**src/rtl/swd_pkg.sv**
```systemverilog
package swd_pkg;

  typedef enum logic [1:0] {
    PCODE_A = 2'b00,
    PCODE_B = 2'b01,
    PCODE_C = 2'b10,
    PCODE_D = 2'b11
  } swd_code_e;

  localparam int unsigned SWD_CNT_W_DEF = 12;

  // Selects one of four tick limits by period code.
  function automatic int unsigned swd_pick_limit(
    input logic [1:0]  code,
    input int unsigned lim_a,
    input int unsigned lim_b,
    input int unsigned lim_c,
    input int unsigned lim_d
  );
    int unsigned r;
    unique case (code)
      PCODE_A: r = lim_a;
      PCODE_B: r = lim_b;
      PCODE_C: r = lim_c;
      default: r = lim_d;
    endcase
    return r;
  endfunction

endpackage

```
**src/rtl/swd_toggle_detect.sv**
```systemverilog
module swd_toggle_detect (
  input  logic clk,
  input  logic rst_n,
  input  logic frame_valid,
  input  logic wd_bit,
  output logic toggle
);
  logic last_bit;

  assign toggle = frame_valid && (wd_bit != last_bit);

  always_ff @(posedge clk or negedge rst_n) begin
    if (!rst_n)           last_bit <= 1'b0;
    else if (frame_valid) last_bit <= wd_bit;
  end

  // the remembered bit only moves on a frame
  assert_idle_hold_R8: assert property (@(posedge clk) disable iff (!rst_n)
    !frame_valid |=> $stable(last_bit));

  // a toggle always flips the remembered bit
  assert_toggle_flip_R3: assert property (@(posedge clk) disable iff (!rst_n)
    toggle |=> (last_bit != $past(last_bit)));
endmodule

```
**src/rtl/swd_period_sel.sv**
```systemverilog
module swd_period_sel #(
  parameter int unsigned CNT_W = swd_pkg::SWD_CNT_W_DEF,
  parameter int unsigned LIM_A = 620,
  parameter int unsigned LIM_B = 310,
  parameter int unsigned LIM_C = 2500,
  parameter int unsigned LIM_D = 1250
) (
  input  logic             clk,
  input  logic             rst_n,
  input  logic             cfg_wr,
  input  logic [1:0]       cfg_code,
  input  logic             toggle,
  output logic [CNT_W-1:0] limit
);
  import swd_pkg::*;

  logic [1:0] pending_code;
  logic [1:0] active_code;
  logic [1:0] next_pending;

  assign next_pending = cfg_wr ? cfg_code : pending_code;
  assign limit = CNT_W'(swd_pick_limit(active_code, LIM_A, LIM_B, LIM_C, LIM_D));

  always_ff @(posedge clk or negedge rst_n) begin
    if (!rst_n) begin
      pending_code <= PCODE_A;
      active_code  <= PCODE_A;
    end else begin
      pending_code <= next_pending;
      if (toggle) active_code <= next_pending;
    end
  end

  // the active period holds between toggles
  assert_active_hold_R5: assert property (@(posedge clk) disable iff (!rst_n)
    !toggle |=> $stable(active_code));

  // a write coinciding with a toggle is applied at once
  assert_write_with_toggle_R5: assert property (@(posedge clk) disable iff (!rst_n)
    (toggle && cfg_wr) |=> (active_code == $past(cfg_code)));

  // without a write the pending code stays put
  assert_pending_hold_R6: assert property (@(posedge clk) disable iff (!rst_n)
    !cfg_wr |=> $stable(pending_code));
endmodule

```
**src/rtl/swd_counter.sv**
```systemverilog
module swd_counter #(
  parameter int unsigned CNT_W = swd_pkg::SWD_CNT_W_DEF
) (
  input  logic             clk,
  input  logic             rst_n,
  input  logic             tick,
  input  logic             toggle,
  input  logic [CNT_W-1:0] limit,
  output logic             timeout
);
  logic [CNT_W-1:0] count;
  logic [CNT_W-1:0] count_inc;
  logic             advance;
  logic             expire;

  assign advance   = tick && !toggle && !timeout;
  assign count_inc = count + 1'b1;
  assign expire    = advance && (count_inc >= limit);

  always_ff @(posedge clk or negedge rst_n) begin
    if (!rst_n) begin
      count   <= '0;
      timeout <= 1'b0;
    end else begin
      if (toggle)       count <= '0;
      else if (advance) count <= count_inc;
      if (expire)       timeout <= 1'b1;
    end
  end

  // a toggle clears the count
  assert_restart_R3: assert property (@(posedge clk) disable iff (!rst_n)
    toggle |=> (count == '0));

  // without a tick or toggle the count holds
  assert_hold_R4: assert property (@(posedge clk) disable iff (!rst_n)
    (!toggle && !tick) |=> $stable(count));

  // the flag never drops once set
  assert_sticky_R7: assert property (@(posedge clk) disable iff (!rst_n)
    timeout |=> timeout);

  // the flag rises exactly when the count meets the period
  assert_rise_at_limit_R7: assert property (@(posedge clk) disable iff (!rst_n)
    $rose(timeout) |-> (count == limit));

  // the count never runs past the active period
  assert_no_overrun_R1: assert property (@(posedge clk) disable iff (!rst_n)
    count <= limit);
endmodule

```
**src/rtl/serial_link_watchdog.sv**
```systemverilog
module serial_link_watchdog #(
  parameter int unsigned CNT_W = swd_pkg::SWD_CNT_W_DEF,
  parameter int unsigned LIM_A = 620,
  parameter int unsigned LIM_B = 310,
  parameter int unsigned LIM_C = 2500,
  parameter int unsigned LIM_D = 1250
) (
  input  logic       clk,
  input  logic       rst_n,
  input  logic       tick_ms,
  input  logic       frame_valid,
  input  logic       frame_wd_bit,
  input  logic       cfg_wr,
  input  logic [1:0] cfg_period,
  output logic       timeout
);
  logic             wd_toggle;
  logic [CNT_W-1:0] active_limit;

  swd_toggle_detect u_tog (
    .clk         (clk),
    .rst_n       (rst_n),
    .frame_valid (frame_valid),
    .wd_bit      (frame_wd_bit),
    .toggle      (wd_toggle)
  );

  swd_period_sel #(
    .CNT_W (CNT_W),
    .LIM_A (LIM_A),
    .LIM_B (LIM_B),
    .LIM_C (LIM_C),
    .LIM_D (LIM_D)
  ) u_per (
    .clk      (clk),
    .rst_n    (rst_n),
    .cfg_wr   (cfg_wr),
    .cfg_code (cfg_period),
    .toggle   (wd_toggle),
    .limit    (active_limit)
  );

  swd_counter #(
    .CNT_W (CNT_W)
  ) u_cnt (
    .clk     (clk),
    .rst_n   (rst_n),
    .tick    (tick_ms),
    .toggle  (wd_toggle),
    .limit   (active_limit),
    .timeout (timeout)
  );

  // the flag is clear in the first cycle after reset
  assert_reset_clear_R2: assert property (@(posedge clk) disable iff (!rst_n)
    $rose(rst_n) |-> !timeout);
endmodule

```
**config.mk**
```make
export PLATFORM = sky130hd
export DESIGN_NAME = serial_link_watchdog
export DESIGN_NICKNAME = d
export VERILOG_FILES = /design/src/rtl/swd_pkg.sv /design/src/rtl/swd_toggle_detect.sv /design/src/rtl/swd_period_sel.sv /design/src/rtl/swd_counter.sv /design/src/rtl/serial_link_watchdog.sv
export SDC_FILE = /design/constraint.sdc
export NUM_CORES = 1
export LEC_CHECK = 0
export BUFFER_PORTS_ARGS = -buffer_cell sky130_fd_sc_hd__buf_2
export CAP_MARGIN = 10
export CELL_PAD_IN_SITES_DETAIL_PLACEMENT = 0
export CELL_PAD_IN_SITES_GLOBAL_PLACEMENT = 1
export CORE_MARGIN = 2
export CORE_UTILIZATION = 45
export DETAILED_ROUTE_END_ITERATION = 8
export PLACE_DENSITY_LB_ADDON = 0.1
export SYNTH_ARGS = -nofsm -noshare
export SYNTH_HDL_FRONTEND = slang
export SYNTH_SLANG_ARGS = --single-unit
```
**constraint.sdc**
```tcl
create_clock -name clk -period 2.64 [get_ports clk]
set_input_delay 0.132 -clock clk [delete_from_list [all_inputs] [get_ports clk]]
set_output_delay 0.132 -clock clk [all_outputs]
set_load 0.005 [all_outputs]
```
==> out/results.txt, run 1 <==
Startpoint Class -> flip-flop
Global-route wire length before repair -> 4491 µm
CTS clk-pin slew, worst paths -> 110 ps
Syn_area_per_cell -> 9.051 µm²
Final Cycle Share -> 0.8885
Mapped Cells -> 141
Worst path bufs/invs -> 0
Combinational Power Share -> 0.296
Layout fillers -> 271
GRT busiest layer -> met2
DP Wirelength -> 1927 µm
Post-CTS setup buffers -> 0
Initial Util -> 0.4668
Setup_tns -> 0 ps
Part of the power in the clock network -> 0.243
Met2 Use GR -> 0.3268
Overflow after GRT -> 0
Number of H-tree levels -> 1
GRT met1 Usage -> 0.2043
Cts repair resizes -> 0
Worst Path Max Fanout -> 7
# rows -> 19
Clock buffer depth -> 2
Rel. slew slack -> 0.6224
Leak Pwr -> 0.0006651 µW
Reg2Reg Setup Slack -> 290 ps
GRT Overall Usage -> 0.1769
Worst setup path class -> reg -> reg
Initial DRC Count -> 16
Leading cell types in the layout, fill and taps excluded -> ha_1, dfrtp_1, nor2_1
Req. time, crit path -> 2830 ps
Tmin final -> 2346 ps
PD cells -> 524.3 nW/µm²
Worst path slowest cell -> or3_1
Crit path from -> u_cnt.count[2]
Pin count of the biggest net entering global routing -> 19
Width of the die -> 57.26 µm
RD Place Congestion -> 0.8705
Critical path's top delay family -> simple AND/OR/NAND/NOR gates
Crit. End Element -> flip-flop
Nets -> 179
Int Pwr -> 477.5 µW
Max Fclk -> 0.4263 GHz
Setup ws final -> 294.4 ps
Total CTS buffers -> 3
Fin Clk Skew -> 0.9633 ps
Sw power -> 255.3 µW
Final Max Tran Viols -> 0
Outcome -> completed
Via Count -> 989
Core ar. -> 2734 µm²
Vias in the first global route -> 1,057
Cells along the critical path -> nand3_2 > or3_1 > nor2_1 > xor2_1 > ha_1 > nand3_1 > a21boi_0 > a311oi_1 > o21ai_0
Syn Std Cell Area -> 1276 µm²
# clock sinks -> 18
Die area -> 3278 µm²
Hold_sp -> cfg_period[1]
Clock Latency Late Sink -> 300 ps
Syn Nets -> 167
Port Buffers -> 8
Final-report hold violation count -> 0
CTS root buffer -> clkbuf_4
Grt met3 use -> 0.02268
CTS tree -> done
# IOs -> 9
Worst EP arrival -> 2530 ps
Antenna Cells -> 0
Place WS -> 310.4 ps
Initial antenna violation count -> 0
Switching fraction of total power -> 0.3484
Area Growth Syn to Fin -> 9.510%
Drt wl/cell -> 13.68 µm
Post-route ant nets -> 0
Sequential share of power -> 0.462
Layout cells sized above 1 -> 0.1184
Vias per cell -> 5.404
# DRC -> 0
Max VDD drop -> 0.0003269 V
First-pass DRT Iterations -> 4
Die H -> 57.26 µm
Slew at the pin closest to its max-slew limit -> 566.4 ps
Worst min path class -> in -> reg
Seq/Total Area, Yosys -> 0.3529
Final setup viols -> 0
Synth warnings -> 0
Delay of the slowest critical-path stage -> 470 ps
Total Wirelength -> 2504 µm
Unrepaired setup endpoints after global routing -> false
Worst R2R Start -> u_cnt.count[2]
Post-synthesis cell type count -> 24
Synth Register Bits -> 18
Max_cap viols -> 0
power groups by stage:
stage          registers [µW]  clock network, µW  logic (µW)
6_report                  338                178         217
5_1_grt                   344                193         259
4_1_cts                   339                187         221
3_5_place_dp              344                  0         219
3_3_place_gp              339                  0         216
2_1_floorplan             337                  0         158
cell families (layout without fill, tap and decap cells):
kind of cell               count (synthesis)  count (layout)  share of synthesized area
and+or+nand+nor                           49              49                     0.1863
AOI/OAI and AO/OA                         22              22                    0.09607
adders and majority gates                 18              18                     0.1765
xor gates and xnor gates                  18              18                     0.1235
DFF                                       18              18                     0.3529
buffers and inverters                     13              24                    0.03824
muxes                                      3               3                    0.02647
Yosys cell counts:
master / instances / area share
a21boi_0: 2 / 0.012
a21oi_1: 9 / 0.035
a311oi_1: 1 / 0.0069
a41oi_1: 1 / 0.0069
and2_1: 1 / 0.0049
and4_1: 1 / 0.0069
clkbuf_1: 3 / 0.0088
dfrtp_1: 18 / 0.35
ha_1: 18 / 0.18
inv_1: 10 / 0.029
mux2_2: 3 / 0.026
nand2_1: 12 / 0.035
nand2b_1: 1 / 0.0049
nand3_1: 4 / 0.016
nand3_2: 1 / 0.0078
nand4_1: 1 / 0.0049
nor2_1: 16 / 0.047
nor3_1: 4 / 0.016
nor4_1: 2 / 0.0098
o21ai_0: 9 / 0.035
or3_1: 5 / 0.025
or4_4: 1 / 0.0088
xnor2_1: 9 / 0.062
xor2_1: 9 / 0.062
state kept, by name (all words and copies together), names as in the netlist:
name	flops
u_cnt.timeout	1
u_cnt.count	12
u_per.active_code	2
u_per.pending_code	2
u_tog.last_bit	1
stage by stage:
stage | cell area, µm² | hold slack [ps] | instances | total power [µW] | util
4_1_cts | 1398 | 58.98 | 183 | 746.7 | 0.5112
6_report | 1398 | 71.93 | 183 | 732.7 | 0.5112
2_1_floorplan | 1276 | -163.6 | 141 | 494.9 | -
3_5_place_dp | 1351 | 99.01 | 178 | 563.2 | 0.4943
5_1_grt | 1398 | 73.28 | 183 | 796.6 | 0.5112
3_3_place_gp | 1351 | 89.40 | 178 | 555.2 | 0.4943
path summary, 6_finish.rpt:
kind / endpoint / depth (start not counted)
worst max register to register: u_cnt.timeout / 9
max in group asynchronous: u_cnt.count[3] / 2
min in group asynchronous: u_tog.last_bit / 2
worst max-delay path: u_cnt.timeout / 9
worst min register to register: u_per.pending_code[1] / 1
worst min-delay path: u_per.pending_code[1] / 2
repair_timing:
item                                   CTS  global route
endpoints found under the hold margin   18             0
setup endpoints to repair                0             0
hold buffers                             1             0
layer usage:
layer | routed length [µm] | part of all wire
met4 | 44 | 0.018
met2 | 1221 | 0.49
met5 | 0 | 0
met3 | 115 | 0.046
met1 | 1122 | 0.45
worst register-to-register path, delay by kind of cell (launching register included):
kind	cells	cell delay, ps
xor+xnor	1	170
compound gates	3	470
simple gates	4	890
fa+ha+maj	1	260
flops	1	450
final cells by class:
class	count	area (µm²)	share of cell area
multi-input cells	110	777.0	0.5560
repair buffers	10	57.56	0.04118
inverters	10	37.54	0.02686
clock buffers	4	36.28	0.02596
flip-flops and latches	18	450.4	0.3223
well taps	31	38.79	0.02775
No activity file was read; power rests on OpenSTA's default activity.
==> run 2: changes to the inputs <==
- MAX_ROUTING_LAYER: unset -> met4
==> out/results.txt, run 2 (same netlist as run 1, synthesis figures left out) <==
Outcome -> completed (unchanged)
Post-CTS setup buffers -> 0 (unchanged)
Max_cap viols -> 0 (unchanged)
Port Buffers -> 8 (unchanged)
Vias in the first global route -> 1,056 (was 1,057)
Largest registers -> u_cnt.count x12, u_per.active_code x2, u_per.pending_code x2 (unchanged)
Nets -> 179 (unchanged)
Non-Filler Instances -> 183 (unchanged)
Leading cell types in the layout, fill and taps excluded -> ha_1, dfrtp_1, nor2_1 (unchanged)
RD Place Congestion -> 0.8848 (was 0.8705)
Place WS -> 310.4 ps (unchanged)
# DRC -> 0 (unchanged)
Final setup viols -> 0 (unchanged)
Drt wl/cell -> 13.65 µm (was 13.68 µm)
Layout cells sized above 1 -> 0.1184 (unchanged)
Number of H-tree levels -> 1 (unchanged)
Setup_tns -> 0 ps (unchanged)
# clock sinks -> 18 (unchanged)
Overflow after GRT -> 0 (unchanged)
Placed insts -> 178 (unchanged)
Core ar. -> 2734 µm² (unchanged)
Cts hold-fix bufs -> 1 (unchanged)
Tmin final -> 2348 ps (was 2346 ps)
CTS clk-pin slew, worst paths -> 110 ps (about the same)
Clock buffer depth -> 2 (unchanged)
Global-route wire length before repair -> 4512 µm (was 4491 µm)
PD cells -> 524.2 nW/µm² (was 524.3 nW/µm²)
Unrepaired setup endpoints after global routing -> false (unchanged)
Reg2Reg Setup Slack -> 290 ps (about the same)
CTS tree -> done (unchanged)
Worst min path class -> in -> reg (unchanged)
Final-report hold violation count -> 0 (unchanged)
Die area -> 3278 µm² (unchanged)
Final Util -> 0.5112 (unchanged)
Worst Path Max Fanout -> 7 (unchanged)
# IOs -> 9 (unchanged)
CTS root buffer -> clkbuf_4 (unchanged)
Max VDD drop -> 0.0003277 V (was 0.0003269 V)
Die H -> 57.26 µm (unchanged)
Final Cycle Share -> 0.8894 (was 0.8885)
GRT Overall Usage -> 0.1828 (was 0.1769)
Initial DRC Count -> 14 (was 16)
Worst setup path class -> reg -> reg (unchanged)
Tot Pwr -> 732.6 µW (was 732.7 µW)
Largest register FFs -> 12 (unchanged)
Worst EP arrival -> 2530 ps (about the same)
Width of the die -> 57.26 µm (unchanged)
Leak Pwr -> 0.0006651 µW (unchanged)
Slew at the pin closest to its max-slew limit -> 581.3 ps (was 566.4 ps)
Rel. slew slack -> 0.6125 (was 0.6224)
First-pass DRT Iterations -> 4 (unchanged)
Area Growth Syn to Fin -> 9.510% (unchanged)
# rows -> 19 (unchanged)
Crit. End Element -> flip-flop (unchanged)
Post-route ant nets -> 0 (unchanged)
Req. time, crit path -> 2830 ps (about the same)
Via Count -> 983 (was 989)
Antenna Cells -> 0 (unchanged)
Final Max Tran Viols -> 0 (unchanged)
Cts repair resizes -> 0 (unchanged)
Pin count of the biggest net entering global routing -> 19 (unchanged)
DP Wirelength -> 1927 µm (unchanged)
Clock Latency Late Sink -> 300 ps (about the same)
Fin Clk Skew -> 0.4241 ps (was 0.9633 ps)
Max Fclk -> 0.4259 GHz (was 0.4263 GHz)
Layout fillers -> 271 (unchanged)
Setup ws final -> 291.9 ps (was 294.4 ps)
Vias per cell -> 5.372 (was 5.404)
Top reg by flops -> u_cnt.count (unchanged)
Initial Util -> 0.4668 (unchanged)
Startpoint Class -> flip-flop (unchanged)
Total Wirelength -> 2498 µm (was 2504 µm)
Total CTS buffers -> 3 (unchanged)
Initial antenna violation count -> 0 (unchanged)
run 2: critical path: stages, from the launching register on:
cell	delay (ps)
dfrtp_1	450
nand3_2	160
or3_1	480
nor2_1	160
xor2_1	170
ha_1	260
nand3_1	90
a21boi_0	100
a311oi_1	250
o21ai_0	120
run 2: worst paths after layout:
| path | from | endpoint | cells past startpoint |
|---|---|---|---|
| worst max-delay path | u_cnt.count[2] | u_cnt.timeout | 9 |
| worst min-delay path | cfg_period[1] | u_per.pending_code[1] | 2 |
| worst max register to register | u_cnt.count[2] | u_cnt.timeout | 9 |
| worst min register to register | u_per.pending_code[1] | u_per.pending_code[1] | 1 |
| max in group asynchronous | rst_n | u_cnt.count[3] | 2 |
| min in group asynchronous | rst_n | u_tog.last_bit | 2 |
run 2: final cells by class:
type	instances	area, µm²	share of cell area
tap	31	38.79	0.02775
inverter	10	37.54	0.02686
clock buffer	4	36.28	0.02596
multi-input combinational	110	777.0	0.5560
timing repair buffer	10	57.56	0.04118
sequential	18	450.4	0.3223
run 2: power by group:
part,internal (µW),switching (µW),leakage (µW)
clock network,84.3,92.9,0.0000210
logic,87.2,130,0.000408
registers,306,32.2,0.000237
run 2: layer usage:
metal  up-vias  share of wire  global-route usage
li1        505              -                   -
met1       455           0.46              0.2057
met2        18           0.49              0.3268
met3         5          0.031             0.02268
met4         0          0.018             0.07309
met5         -              0                   -
run 2: stage by stage:
step	hold slack, ps	instance area [µm²]
floorplan	-163.6	1276
global placement	89.40	1351
detailed placement	99.01	1351
CTS	58.98	1398
global route	73.28	1398
finish	73.58	1398
==> run 3: changes to the inputs <==
--- a/config.mk
+++ b/config.mk
@@ -11,8 +11,10 @@
 export CELL_PAD_IN_SITES_GLOBAL_PLACEMENT = 1
 export CORE_MARGIN = 2
-export CORE_UTILIZATION = 45
+export CORE_UTILIZATION = 48
+export CTS_BUF_LIST = sky130_fd_sc_hd__clkbuf_8
 export DETAILED_ROUTE_END_ITERATION = 8
 export MAX_ROUTING_LAYER = met4
 export PLACE_DENSITY_LB_ADDON = 0.1
+export SKIP_LAST_GASP = 1
 export SYNTH_ARGS = -nofsm -noshare
 export SYNTH_HDL_FRONTEND = slang
==> constraint.sdc (replaced) <==
create_clock -name clk -period 2.64 [get_ports clk]
set_input_delay 0.132 -clock clk [delete_from_list [all_inputs] [get_ports clk]]
set_output_delay 0.132 -clock clk [all_outputs]
set_load 0.01 [all_outputs]
==> out/results.txt, run 3 (same netlist as run 1, synthesis figures left out) <==
# clock sinks -> 18 (unchanged)
Sequential share of power -> 0.422 (was 0.462)
Total Wirelength -> 2455 µm (was 2498 µm)
Total CTS buffers -> 3 (unchanged)
Largest register FFs -> 12 (unchanged)
Final Cycle Share -> 0.8818 (was 0.8894)
Antenna Cells -> 0 (unchanged)
Part of the power in the clock network -> 0.297 (was 0.242)
Setup ws final -> 312.1 ps (was 291.9 ps)
Worst setup path class -> reg -> reg (unchanged)
Die H -> 55.57 µm (was 57.26 µm)
Placed inst area -> 1350 µm² (was 1351 µm²)
Unrepaired setup endpoints after global routing -> false (unchanged)
CTS root buffer -> clkbuf_8 (was clkbuf_4)
Setup_tns -> 0 ps (unchanged)
Initial Util -> 0.5105 (was 0.4668)
CTS tree -> done (unchanged)
Req. time, crit path -> 2780 ps (was 2830 ps)
Place WS -> 307.3 ps (was 310.4 ps)
Layout fillers -> 240 (was 271)
Final setup viols -> 0 (unchanged)
Clock Latency Late Sink -> 260 ps (was 300 ps)
Area Growth Syn to Fin -> 10.88% (was 9.510%)
Final Max Tran Viols -> 0 (unchanged)
Initial DRC Count -> 13 (was 14)
Sw power -> 269.2 µW (was 254.9 µW)
Outcome -> completed (unchanged)
# DRC -> 0 (unchanged)
First-pass DRT Iterations -> 4 (unchanged)
Vias in the first global route -> 1,050 (was 1,056)
Width of the die -> 55.57 µm (was 57.26 µm)
Worst min path class -> in -> reg (unchanged)
Post-CTS setup buffers -> 0 (unchanged)
Max_cap viols -> 0 (unchanged)
Vias per cell -> 5.473 (was 5.372)
Port Buffers -> 8 (unchanged)
Hold_sp -> cfg_period[0] (was cfg_period[1])
Tmin final -> 2328 ps (was 2348 ps)
Delay of the slowest critical-path stage -> 480 ps (about the same)
Worst Path Max Fanout -> 7 (unchanged)
Tot Pwr -> 798.7 µW (was 732.6 µW)
RD Place Congestion -> 0.9303 (was 0.8848)
Rel. slew slack -> 0.5912 (was 0.6125)
Final-report hold violation count -> 0 (unchanged)
Largest registers -> u_cnt.count x12, u_per.active_code x2, u_per.pending_code x2 (unchanged)
# rows -> 18 (was 19)
Multi-input logic area -> 777.0 µm² (unchanged)
Int Pwr -> 529.5 µW (was 477.7 µW)
Crit path from -> u_cnt.count[2] (unchanged)
Startpoint Class -> flip-flop (unchanged)
Max VDD drop -> 0.0003888 V (was 0.0003277 V)
# IOs -> 9 (unchanged)
Layout cells sized above 1 -> 0.1184 (unchanged)
PD cells -> 564.4 nW/µm² (was 524.2 nW/µm²)
Switching fraction of total power -> 0.3370 (was 0.3479)
Combinational Power Share -> 0.281 (was 0.296)
Leading cell types in the layout, fill and taps excluded -> ha_1, dfrtp_1, nor2_1 (unchanged)
Worst path slowest cell -> or3_1 (unchanged)
Slew at the pin closest to its max-slew limit -> 613.2 ps (was 581.3 ps)
Final Cell Area -> 1415 µm² (was 1398 µm²)
Global-route wire length before repair -> 4505 µm (was 4512 µm)
Cells along the critical path -> nand3_2 > or3_1 > nor2_1 > xor2_1 > ha_1 > and4_1 > a41oi_1 > o21ai_0 (was nand3_2 > or3_1 > nor2_1 > xor2_1 > ha_1 > nand3_1 > a21boi_0 > a311oi_1 > o21ai_0)
Die area -> 3087 µm² (was 3278 µm²)
CTS clk-pin slew, worst paths -> 80 ps (was 110 ps)
Sequential cell area -> 450.4 µm² (unchanged)
Hold Slack -> 121.3 ps (was 73.58 ps)
Post-route ant nets -> 0 (unchanged)
DP Wirelength -> 1876 µm (was 1927 µm)
Max Fclk -> 0.4296 GHz (was 0.4259 GHz)
Initial antenna violation count -> 0 (unchanged)
Top reg by flops -> u_cnt.count (unchanged)
Via Count -> 996 (was 983)
Core ar. -> 2500 µm² (was 2734 µm²)
Crit. End Element -> flip-flop (unchanged)
Leak Pwr -> 0.0006729 µW (was 0.0006651 µW)
Worst EP arrival -> 2470 ps (was 2530 ps)
GRT Overall Usage -> 0.1913 (was 0.1828)
Overflow after GRT -> 0 (unchanged)
Nets -> 179 (unchanged)
Drt wl/cell -> 13.49 µm (was 13.65 µm)
Pin count of the biggest net entering global routing -> 19 (unchanged)
Number of H-tree levels -> 1 (unchanged)
Clock buffer depth -> 2 (unchanged)
Fin Clk Skew -> 4.292 ps (was 0.4241 ps)
Worst R2R Start -> u_cnt.count[2] (unchanged)
-- run 3: what timing repair did --
item                      4_1_cts  5_1_grt
resized for setup               0        0
hold buffers                    1        0
hold endpoints to repair       18        0
-- run 3: per-stage QoR --
stage,std cells,utilization
floorplan,141,-
global placement,177,0.5400
detailed placement,177,0.5400
CTS,182,0.5661
global route,182,0.5661
finish,182,0.5661
-- run 3: cell type report --
type,instances,area share
sequential,18,0.3183
timing repair buffer,10,0.04067
inverter,10,0.02653
clock buffer,4,0.03890
tap,30,0.02653
multi-input combinational,110,0.5491
-- run 3: critical path, delay by kind of cell (launching register included) --
kind | cells | cell delay, ps
AND/OR/NAND/NOR | 4 | 1000
flip-flops | 1 | 430
AO/OA/AOI/OAI | 2 | 290
XOR/XNOR | 1 | 210
adder cells (fa/ha/maj) | 1 | 270
-- run 3: routing by layer --
layer	GRT usage	wire, µm
met5	-	0
met4	0.07666	36
met3	0.03747	67
met2	0.2925	1147
met1	0.2493	1204
-- run 3: power by group through the flow --
stage,Sequential (µW),Clock [µW],Combinational [µW]
global placement,339,0,217
detailed placement,344,0,223
global route,342,253,266
CTS,338,242,228
finish,337,237,224
floorplan,339,0,158
-- run 3: path summary, 6_finish.rpt --
kind,to,slack (ps),depth (start not counted)
max reg2reg,u_cnt.timeout,310,8
max,u_cnt.timeout,310,8
min in group asynchronous,u_cnt.count[11],330,2
max in group asynchronous,u_cnt.count[0],2010,2
min,u_per.pending_code[0],120,2
min reg2reg,u_per.pending_code[0],500,1
